## src/rtl/pvma_pkg.sv

```systemverilog
package pvma_pkg;

    localparam int LANES  = 3;
    localparam int TAPS   = 3;
    localparam int PIX_W  = 8;
    localparam int COEF_W = 12;
    localparam int OFF_W  = 16;
    localparam int ACC_W  = 32;
    localparam int SH_W   = 4;
    localparam int ADDR_W = 4;
    localparam int DATA_W = 16;

    localparam int ADDR_OFF0 = LANES * TAPS;
    localparam int ADDR_CTRL = ADDR_OFF0 + LANES;

    typedef enum logic {
        LM_OFFSET = 1'b0,
        LM_ACCUM  = 1'b1
    } lane_mode_e;

    typedef struct packed {
        logic [LANES-1:0] acc_en;
        logic             filter;
        logic [SH_W-1:0]  shift;
    } ctrl_t;

    function automatic lane_mode_e lane_mode(input ctrl_t c, input int l);
        if (c.acc_en[l] && (!c.filter || l == 0))
            return LM_ACCUM;
        return LM_OFFSET;
    endfunction

endpackage

```

## src/rtl/pvma_cfg.sv

```systemverilog
module pvma_cfg
    import pvma_pkg::*;
#(
    parameter int N_LANES = LANES,
    parameter int N_TAPS  = TAPS,
    parameter int CW      = COEF_W,
    parameter int OW      = OFF_W,
    parameter int AW      = ADDR_W,
    parameter int DW      = DATA_W
) (
    input  logic                             clk,
    input  logic                             rst,
    input  logic                             we,
    input  logic [AW-1:0]                    addr,
    input  logic [DW-1:0]                    wdata,
    output logic [N_LANES*N_TAPS-1:0][CW-1:0] coef,
    output logic [N_LANES-1:0][OW-1:0]       offs,
    output ctrl_t                            ctrl
);
    localparam int N_COEF = N_LANES * N_TAPS;
    localparam int A_OFF  = N_COEF;
    localparam int A_CTRL = N_COEF + N_LANES;

    for (genvar i = 0; i < N_COEF; i++) begin : g_coef
        always_ff @(posedge clk) begin
            if (rst)
                coef[i] <= '0;
            else if (we && addr == AW'(i))
                coef[i] <= wdata[CW-1:0];
        end
    end

    for (genvar i = 0; i < N_LANES; i++) begin : g_off
        always_ff @(posedge clk) begin
            if (rst)
                offs[i] <= '0;
            else if (we && addr == AW'(A_OFF + i))
                offs[i] <= wdata[OW-1:0];
        end
    end

    always_ff @(posedge clk) begin
        if (rst)
            ctrl <= '0;
        else if (we && addr == AW'(A_CTRL))
            ctrl <= ctrl_t'(wdata[$bits(ctrl_t)-1:0]);
    end

endmodule

```

## src/rtl/pvma_dot.sv

```systemverilog
module pvma_dot
    import pvma_pkg::*;
#(
    parameter int N_TAPS = TAPS,
    parameter int PW     = PIX_W,
    parameter int CW     = COEF_W,
    parameter int SW     = PW + CW + 1 + $clog2(TAPS)
) (
    input  logic                         clk,
    input  logic                         rst,
    input  logic                         en,
    input  logic [N_TAPS-1:0][PW-1:0]    pix,
    input  logic [N_TAPS-1:0][CW-1:0]    coef,
    output logic signed [SW-1:0]         sum
);
    localparam int PROD_W = PW + CW + 1;

    logic signed [PROD_W-1:0] prod;
    logic signed [SW-1:0]     tot;

    always_comb begin
        tot  = '0;
        prod = '0;
        for (int t = 0; t < N_TAPS; t++) begin
            prod = PROD_W'($signed({1'b0, pix[t]})) * PROD_W'($signed(coef[t]));
            tot  = tot + SW'(prod);
        end
    end

    always_ff @(posedge clk) begin
        if (rst)
            sum <= '0;
        else if (en)
            sum <= tot;
    end

endmodule

```

## src/rtl/pvma_lanes.sv

```systemverilog
module pvma_lanes
    import pvma_pkg::*;
#(
    parameter int N_LANES = LANES,
    parameter int SW      = PIX_W + COEF_W + 1 + $clog2(TAPS),
    parameter int OW      = OFF_W,
    parameter int AW      = ACC_W
) (
    input  logic                        clk,
    input  logic                        rst,
    input  logic                        v_in,
    input  logic                        clr_in,
    input  logic [N_LANES-1:0][SW-1:0]  sums,
    input  logic [N_LANES-1:0][OW-1:0]  offs,
    input  ctrl_t                       ctrl,
    output logic [N_LANES-1:0][AW-1:0]  lane_val
);
    logic [N_LANES-1:0][AW-1:0] acc;
    logic [N_LANES-1:0][AW-1:0] acc_nxt;
    logic [N_LANES-1:0][AW-1:0] val_nxt;
    logic [N_LANES-1:0]         accum;
    logic signed [AW-1:0]       total;
    logic signed [AW-1:0]       src;
    logic signed [AW-1:0]       base;

    always_comb begin
        total = '0;
        for (int l = 0; l < N_LANES; l++)
            total = total + AW'($signed(sums[l]));
        src  = '0;
        base = '0;
        for (int l = 0; l < N_LANES; l++) begin
            src      = (ctrl.filter && l == 0) ? total : AW'($signed(sums[l]));
            base     = clr_in ? '0 : $signed(acc[l]);
            accum[l] = (lane_mode(ctrl, l) == LM_ACCUM);
            acc_nxt[l] = base + src;
            if (ctrl.filter && l != 0)
                val_nxt[l] = '0;
            else if (accum[l])
                val_nxt[l] = base + src;
            else
                val_nxt[l] = src + AW'($signed(offs[l]));
        end
    end

    always_ff @(posedge clk) begin
        if (rst) begin
            acc      <= '0;
            lane_val <= '0;
        end else begin
            for (int l = 0; l < N_LANES; l++) begin
                if (v_in && accum[l])
                    acc[l] <= acc_nxt[l];
                else if (clr_in)
                    acc[l] <= '0;
                if (v_in)
                    lane_val[l] <= val_nxt[l];
            end
        end
    end

    // idle cycles without a clear leave the accumulators alone
    assert_idle_hold_R10: assert property (@(posedge clk) disable iff (rst)
        (!v_in && !clr_in) |=> $stable(acc));

    // a clear with no sample empties every accumulator
    assert_clear_empty_R4: assert property (@(posedge clk) disable iff (rst)
        (clr_in && !v_in) |=> (acc == '0));

endmodule

```

## src/rtl/pvma_scale.sv

```systemverilog
module pvma_scale
    import pvma_pkg::*;
#(
    parameter int AW = ACC_W,
    parameter int SHW = SH_W,
    parameter int PW = PIX_W
) (
    input  logic [AW-1:0]  val,
    input  logic [SHW-1:0] shift,
    output logic [PW-1:0]  pix
);
    localparam logic signed [AW-1:0] PMAX = AW'((1 << PW) - 1);

    logic signed [AW-1:0] sh;

    always_comb begin
        sh = $signed(val) >>> shift;
        if (sh < 0)
            pix = '0;
        else if (sh > PMAX)
            pix = '1;
        else
            pix = sh[PW-1:0];
    end

endmodule

```

## src/rtl/pvma_array.sv

```systemverilog
module pvma_array
    import pvma_pkg::*;
#(
    parameter int N_LANES = LANES,
    parameter int N_TAPS  = TAPS,
    parameter int PW      = PIX_W,
    parameter int CW      = COEF_W,
    parameter int OW      = OFF_W,
    parameter int AW      = ACC_W,
    parameter int SHW     = SH_W,
    parameter int ADW     = ADDR_W,
    parameter int DW      = DATA_W
) (
    input  logic                         clk,
    input  logic                         rst,
    input  logic                         cfg_we,
    input  logic [ADW-1:0]               cfg_addr,
    input  logic [DW-1:0]                cfg_wdata,
    input  logic                         in_valid,
    input  logic                         acc_clr,
    input  logic [N_LANES*N_TAPS*PW-1:0] in_pix,
    output logic                         out_valid,
    output logic [N_LANES*PW-1:0]        out_pix
);
    localparam int PROD_W = PW + CW + 1;
    localparam int SUM_W  = PROD_W + $clog2(N_TAPS);

    logic [N_LANES*N_TAPS-1:0][CW-1:0] coef;
    logic [N_LANES-1:0][OW-1:0]        offs;
    ctrl_t                             ctrl;
    logic [N_LANES-1:0][SUM_W-1:0]     sums;
    logic [N_LANES-1:0][AW-1:0]        lane_val;
    logic                              v1;
    logic                              c1;

    pvma_cfg #(
        .N_LANES(N_LANES), .N_TAPS(N_TAPS), .CW(CW), .OW(OW), .AW(ADW), .DW(DW)
    ) cfg_i (
        .clk(clk), .rst(rst), .we(cfg_we), .addr(cfg_addr), .wdata(cfg_wdata),
        .coef(coef), .offs(offs), .ctrl(ctrl)
    );

    for (genvar l = 0; l < N_LANES; l++) begin : g_dot
        pvma_dot #(
            .N_TAPS(N_TAPS), .PW(PW), .CW(CW), .SW(SUM_W)
        ) dot_i (
            .clk(clk), .rst(rst), .en(in_valid),
            .pix(in_pix[l*N_TAPS*PW +: N_TAPS*PW]),
            .coef(coef[l*N_TAPS +: N_TAPS]),
            .sum(sums[l])
        );
    end

    always_ff @(posedge clk) begin
        if (rst) begin
            v1        <= 1'b0;
            c1        <= 1'b0;
            out_valid <= 1'b0;
        end else begin
            v1        <= in_valid;
            c1        <= acc_clr;
            out_valid <= v1;
        end
    end

    pvma_lanes #(
        .N_LANES(N_LANES), .SW(SUM_W), .OW(OW), .AW(AW)
    ) lanes_i (
        .clk(clk), .rst(rst), .v_in(v1), .clr_in(c1),
        .sums(sums), .offs(offs), .ctrl(ctrl), .lane_val(lane_val)
    );

    for (genvar l = 0; l < N_LANES; l++) begin : g_scale
        pvma_scale #(
            .AW(AW), .SHW(SHW), .PW(PW)
        ) scale_i (
            .val(lane_val[l]), .shift(ctrl.shift),
            .pix(out_pix[l*PW +: PW])
        );
    end

    // a sample surfaces exactly two edges later
    assert_latency_R5: assert property (@(posedge clk) disable iff (rst)
        in_valid |=> ##1 out_valid);

    // an empty slot stays empty two edges later
    assert_bubble_R5: assert property (@(posedge clk) disable iff (rst)
        !in_valid |=> ##1 !out_valid);

    // in filter mode the side lanes read zero
    assert_filter_side_zero_R8: assert property (@(posedge clk) disable iff (rst)
        (out_valid && $past(ctrl.filter)) |-> (out_pix[N_LANES*PW-1:PW] == '0));

endmodule

```

## config.mk

```make
export PLATFORM = sky130hd
export DESIGN_NAME = pvma_array
export DESIGN_NICKNAME = d
export VERILOG_FILES = /design/src/rtl/pvma_pkg.sv /design/src/rtl/pvma_cfg.sv /design/src/rtl/pvma_dot.sv /design/src/rtl/pvma_lanes.sv /design/src/rtl/pvma_scale.sv /design/src/rtl/pvma_array.sv
export SDC_FILE = /design/constraint.sdc
export NUM_CORES = 2
export LEC_CHECK = 0
export BUFFER_PORTS_ARGS = -buffer_cell sky130_fd_sc_hd__buf_2
export CAP_MARGIN = 10
export CORE_MARGIN = 2
export CORE_UTILIZATION = 55
export CTS_CLUSTER_SIZE = 24
export DETAILED_ROUTE_END_ITERATION = 8
export GPL_TIMING_DRIVEN = 0
export PLACE_DENSITY_LB_ADDON = 0.2
export SYNTH_ARGS = -nofsm -noshare
export SYNTH_HDL_FRONTEND = slang
export SYNTH_SLANG_ARGS = --single-unit
```

## constraint.sdc

```tcl
create_clock -name clk -period 6.3 [get_ports clk]
set_input_delay 0.315 -clock clk [delete_from_list [all_inputs] [get_ports clk]]
set_output_delay 0.315 -clock clk [all_outputs]
set_load 0.02 [all_outputs]
```

* Word-level counts from Yosys, hierarchy flattened *
Index checks and enable logic that the tools add are counted.

word-level totals
  logic and storage cells = 118
  bits in registers = 428
  output and inout port bits = 25
  input bits = 97

cells by class
  add/subtract/negate cells = 14
  $lt $le $gt $ge = 6
  shift operators = 3
  $mul = 9
  reduce and logical (&&, ||, !) cells = 20
  eq/ne operators = 12
  mux-type cells = 27

operators with widths
  operator                                                                           count
  32-bit two-way mux                                                                 12
  9-bit by 12-bit multiplier with 21-bit output                                      9
  32-bit by 9-bit greater-than comparator with 1-bit output (second input constant)  3
  32-bit by 1-bit < comparator with 1-bit output (second input constant)             3
  32-bit by 4-bit >>> shifter with 32-bit output                                     3
  22-bit by 21-bit adder with 23-bit output                                          3
  21-bit by 21-bit adder with 22-bit output                                          3
  32-bit by 23-bit adder with 32-bit output                                          2
  23-bit by 16-bit adder with 24-bit output                                          2
  8-bit two-way mux                                                                  6
  32-bit by 16-bit adder with 32-bit output                                          1
  32-bit adder                                                                       1
  24-bit by 23-bit adder with 25-bit output                                          1
  23-bit by 23-bit adder with 24-bit output                                          1
  4-bit equality test (second input constant)                                        5
  1-bit logical AND                                                                  18
  4-bit by 3-bit equality test with 1-bit output (second input constant)             4
  1-bit two-way mux                                                                  9
  4-bit by 2-bit equality test with 1-bit output (second input constant)             2
  4-bit by 1-bit equality test with 1-bit output (second input constant)             1
  4-bit zero test                                                                    1
  1-bit zero test                                                                    1

* Logic depth before layout (Yosys ltp) *
  depth in word-level cells = 6
  depth in mapped cells = 26
  mapped depth without buffers = 25

* By module *
Synthesis repeated with hierarchy kept, for this count alone.

second synthesis, totals
  cell total of the unflattened synthesis = 7166
  area total of the unflattened synthesis = 63987.6 µm²

by module, submodules not included
  module                     times used  area each (µm²)  cells each  seq. area each (µm²)
  pvma_lanes                 1           17330.4          2219        3843.7
  pvma_dot (g_dot[1].dot_i)  1           12245.5          1326        460.4
  pvma_dot (g_dot[0].dot_i)  1           12225.5          1319        460.4
  pvma_dot (g_dot[2].dot_i)  1           12166.7          1313        460.4
  pvma_cfg                   1           6449.9           578         3283.1
  pvma_scale                 3           1163.6           135         0.0
  pvma_array                 1           78.8             6           60.1

* Worst setup path after synthesis *
Ideal clock, no wire load.

  kind = flip-flop to flip-flop
  start point = reg cfg_i.coef[71] in the netlist's numbering
  end point = reg g_dot[1].dot_i.sum[21]
  data required time = 6172 ps
  arrival time = 6252 ps
  clock period less this slack = 6379 ps
  cell stages (with the launch flop) = 26
  library setup time = 128 ps
  path buffers = 1
  path slack = -79 ps
  cell sequence = dfxtp_1 clkbuf_1 nand2_1 fa_1 inv_1 fa_1 inv_1 fa_1 fa_1 inv_1 fa_1 fa_1 inv_1 fa_1 inv_1 ha_1 a21o_1 a21o_1 a21oi_1 nand2_1 a311o_1 a41o_1 a31oi_1 xnor2_1 mux2i_1 nor2_1

on the way
  cells in the longest elaborated chain, start to end = 2

RTL lines
  what                                           RTL line        text
  start, declared                                pvma_cfg.sv:16  output logic [N_LANES*N_TAPS-1:0][CW-1:0] coef,
  start signal, assigned by index                pvma_cfg.sv:29  coef[i] <= wdata[CW-1:0];
  9-bit by 12-bit multiplier with 21-bit output  pvma_dot.sv:25  prod = PROD_W'($signed({1'b0, pix[t]})) * PROD_W'($signed(coef[t]));
  22-bit by 21-bit adder with 23-bit output      pvma_dot.sv:26  tot = tot + SW'(prod);
  end signal, assigned                           pvma_dot.sv:34  sum <= tot;
  end, declared                                  pvma_dot.sv:14  output logic signed [SW-1:0] sum

No other way between the ends.
A chain may end at the register's enable or synchronous reset.

* Final worst setup path *
Same ends and word-level chain as after synthesis.

==> impl_metrics.toml <==
[worst_setup_path]
path_common_cell = "fa_1"
worstSetupPathDepth = 25
worstRegToRegCells = 25
cp.arrival_ns = 7.04
crit_required_ns = 6.84
cp_slowest_cell = "fa_2"
critPathCaptureType = "flip-flop"
rrSetupSlack_ns = -0.20
crit_type = "reg2reg"
cp_top_family = "adder cells"
crit_path_max_incr_delay_ns = 0.62
cp_max_fo = 6
critPathBufInv = 6
startpoint_type = "flip-flop"

[sta]
finClkSkew_ns = 0.0464
fmax_mhz = 154
period_share_pct = 103
maxSlewHeadroom_pct = 7.03
tightest_slew_ns = 1.39
drv_slew = 0
fin_crit_ns = 6.50
rsz0062_at_grt = "true"
hold_viol_final = 0
setup_ws_ns = -0.202
finalSetupViolations = 5

[drt]
antenna_left = 0
firstDrtPassIters = 6
wl_per_cell_um = 22.2
vias_per_cell = 5.68
drt_iter0_drc = 4091
drc_errors = 0
wl_mm = 201
num_vias = 51400

[floorplanning]
die_w_um = 342
fp.dieH_um = 342
fp.dieArea_um2 = 117000
io_pins = 122
start_util_pct = 55.5
rows = 123
coreArea_um2 = 113000

[global_routing]
grt-busiest-layer = "met2"
use_met2_pct = 53.3
grt_pass1_wl_mm = 304
antenna_found_initial = 10
grt_usage_pct = 34.3
grt_overflow_total = 0
grt_max_degree = 17
met3_usage_pct = 4.69
met1_usage_pct = 47.7
grt_pass1_vias = 51100

[synthesis]
synth.avg_cell_area_um2 = 8.59
ys_seq_area_share_pct = 13.7
ys_ff_latch = 428
yosys.cell_types.count = 104
synth_edf_count = 0
syn-num-nets = 8864
async_flop_share_pct = 0
ys.flop_type = "dfxtp_1"
yosys_warnings = 0
synth_area_um2 = 62700
syn_inst = 7293

[finish]
multiInputGateArea_um2 = 49000
drive_above_1_share_pct = 9.93
final_nets = 9076
layout_commonest_cell = "inv_1"
seqCellArea_um2 = 8840
nFillCells = 9851
postLayoutCellArea_um2 = 68900
mostFrequentLayoutCells = "inv_1 (1225), fa_1 (935), nand2_1 (864)"
syn_to_final_growth_pct = 9.96

[clock_network]
cts_buffers = 54
clk_latency_ns = 0.70
root_buffer = "clkbuf_16"
clk_pin_slew_ns = 0.07
htreeDepth = 2
cts_tree = "done"
clk_path_buf_depth = 3
cts_num_sinks = 428

[power_and_ir_drop]
max-vdd-ir-drop_mv = 0.247
p_leak_nw = 34.0
fin_total_pwr_mw = 8.56
p_per_area_nw_per_um2 = 124

[job]
maxCapViolCount = 0

[outcome]
failed_checks = "setup timing"
outcome = "finished with violations"

[min_path]
min_delay_path_depth = 3
worstHoldPathType = "in2reg"

[place]
port_buffers = 119
hpwlAfterDp_mm = 165
gp_congestion = 1.00
placedInstanceArea_um2 = 65200
## Yosys cell counts, types with 21 or more instances
master	instances	share of area, %
xor2_1	71	0.99
a211oi_1	69	0.83
o21bai_1	29	0.35
o21ai_1	50	0.40
a21o_1	101	1.2
nand4_1	21	0.21
nand2b_1	30	0.30
nor3_1	50	0.40
mux2i_1	187	3.0
o21ai_0	150	1.2
ha_1	505	10
a31oi_1	45	0.45
nor2b_1	127	1.3
nand3_1	67	0.54
inv_1	1267	7.6
and2_1	483	4.8
nor2_1	407	2.4
buf_1	24	0.14
nand2_1	881	5.3
mux2_2	30	0.54
dfxtp_1	428	14
clkbuf_1	279	1.7
o21a_1	31	0.37
a21oi_1	468	3.7
fa_1	969	31
xnor2_1	169	2.4
## cell type report
cell class,instances,area share (%)
Clock inverter,34,0.668
Timing Repair Buffer,210,1.94
Inverter,1270,6.92
Sequential cell,428,12.8
Clock buffer,67,2.15
Antenna cell,4,0.0145
Tap cell,1500,2.72
Buffer,277,1.67
Multi-Input combinational cell,5264,71.1
## through the flow
step	TNS, ns	setup slack [ns]	util, %	cells	hold slack (ns)
final	-0.589	-0.202	61.1	9054	0.0420
after global placement	-15.81	-1.12	57.7	8912	0.447
after CTS	-0.688	-0.183	60.0	8998	0.00368
after floorplan	0	0.0207	-	7293	0.430
after detailed placement	-17.52	-1.13	57.8	8914	0.451
after global routing	-2.58	-0.356	61.1	9053	0.0406
## worst min-delay path: stages
cell	delay, ns
buf_2	0.20
nand2_1	0.10
a21oi_1	0.06
## state kept, by name, indices dropped and copies added, names as in the netlist
name,count
cfg_i.coef,108
lanes_i.acc,96
lanes_i.lane_val,96
g_dot.dot_i.sum,69
cfg_i.offs,48
cfg_i.ctrl,8
c1,1
out_valid,1
v1,1
## logic make-up after synthesis
group                      count (synthesis)  synth area share, %
muxes                                    241                 4.32
xor gates and xnor gates                 240                 3.35
and+or+nand+nor                         2168                 16.4
DFF                                      428                 13.7
AOI/OAI and AO/OA                       1141                 11.5
adders and majority gates               1474                 41.0
buffers and inverters                   1601                 9.69
## report_power, final
group / leakage (nW) / internal (mW) / switching, mW
logic: 29.5 / 0.801 / 1.42
clock network: 0.940 / 1.99 / 1.45
registers: 3.53 / 2.75 / 0.151
## routing by layer
metal / vias up / routed length (µm)
li1: 23500 / -
met3: 424 / 15700
met4: 6 / 10700
met1: 25300 / 85300
met5: - / 41
met2: 2078 / 89000
## path summary, 6_finish.rpt
check | start | endpoint
setup / recovery | cfg_i.coef[71]$_SDFFE_PP0P_ | g_dot[1].dot_i.sum[21]$_SDFFE_PP0P_
hold / removal | cfg_wdata[15] | cfg_i.offs[47]$_SDFFE_PP0P_
setup reg to reg | cfg_i.coef[71]$_SDFFE_PP0P_ | g_dot[1].dot_i.sum[21]$_SDFFE_PP0P_
hold reg to reg | cfg_i.offs[8]$_SDFFE_PP0P_ | cfg_i.offs[8]$_SDFFE_PP0P_
## timing repair
item                                   in CTS  in global routing
gates resized for setup                   156                264
pin swaps                                  57                192
hold buffers                                7                  0
endpoints found under the hold margin       9                  0
setup endpoints to repair                  30                 37
gates cloned                                0                  0
buffers inserted                           26                 57
No activity file was read; power rests on OpenSTA's default activity.
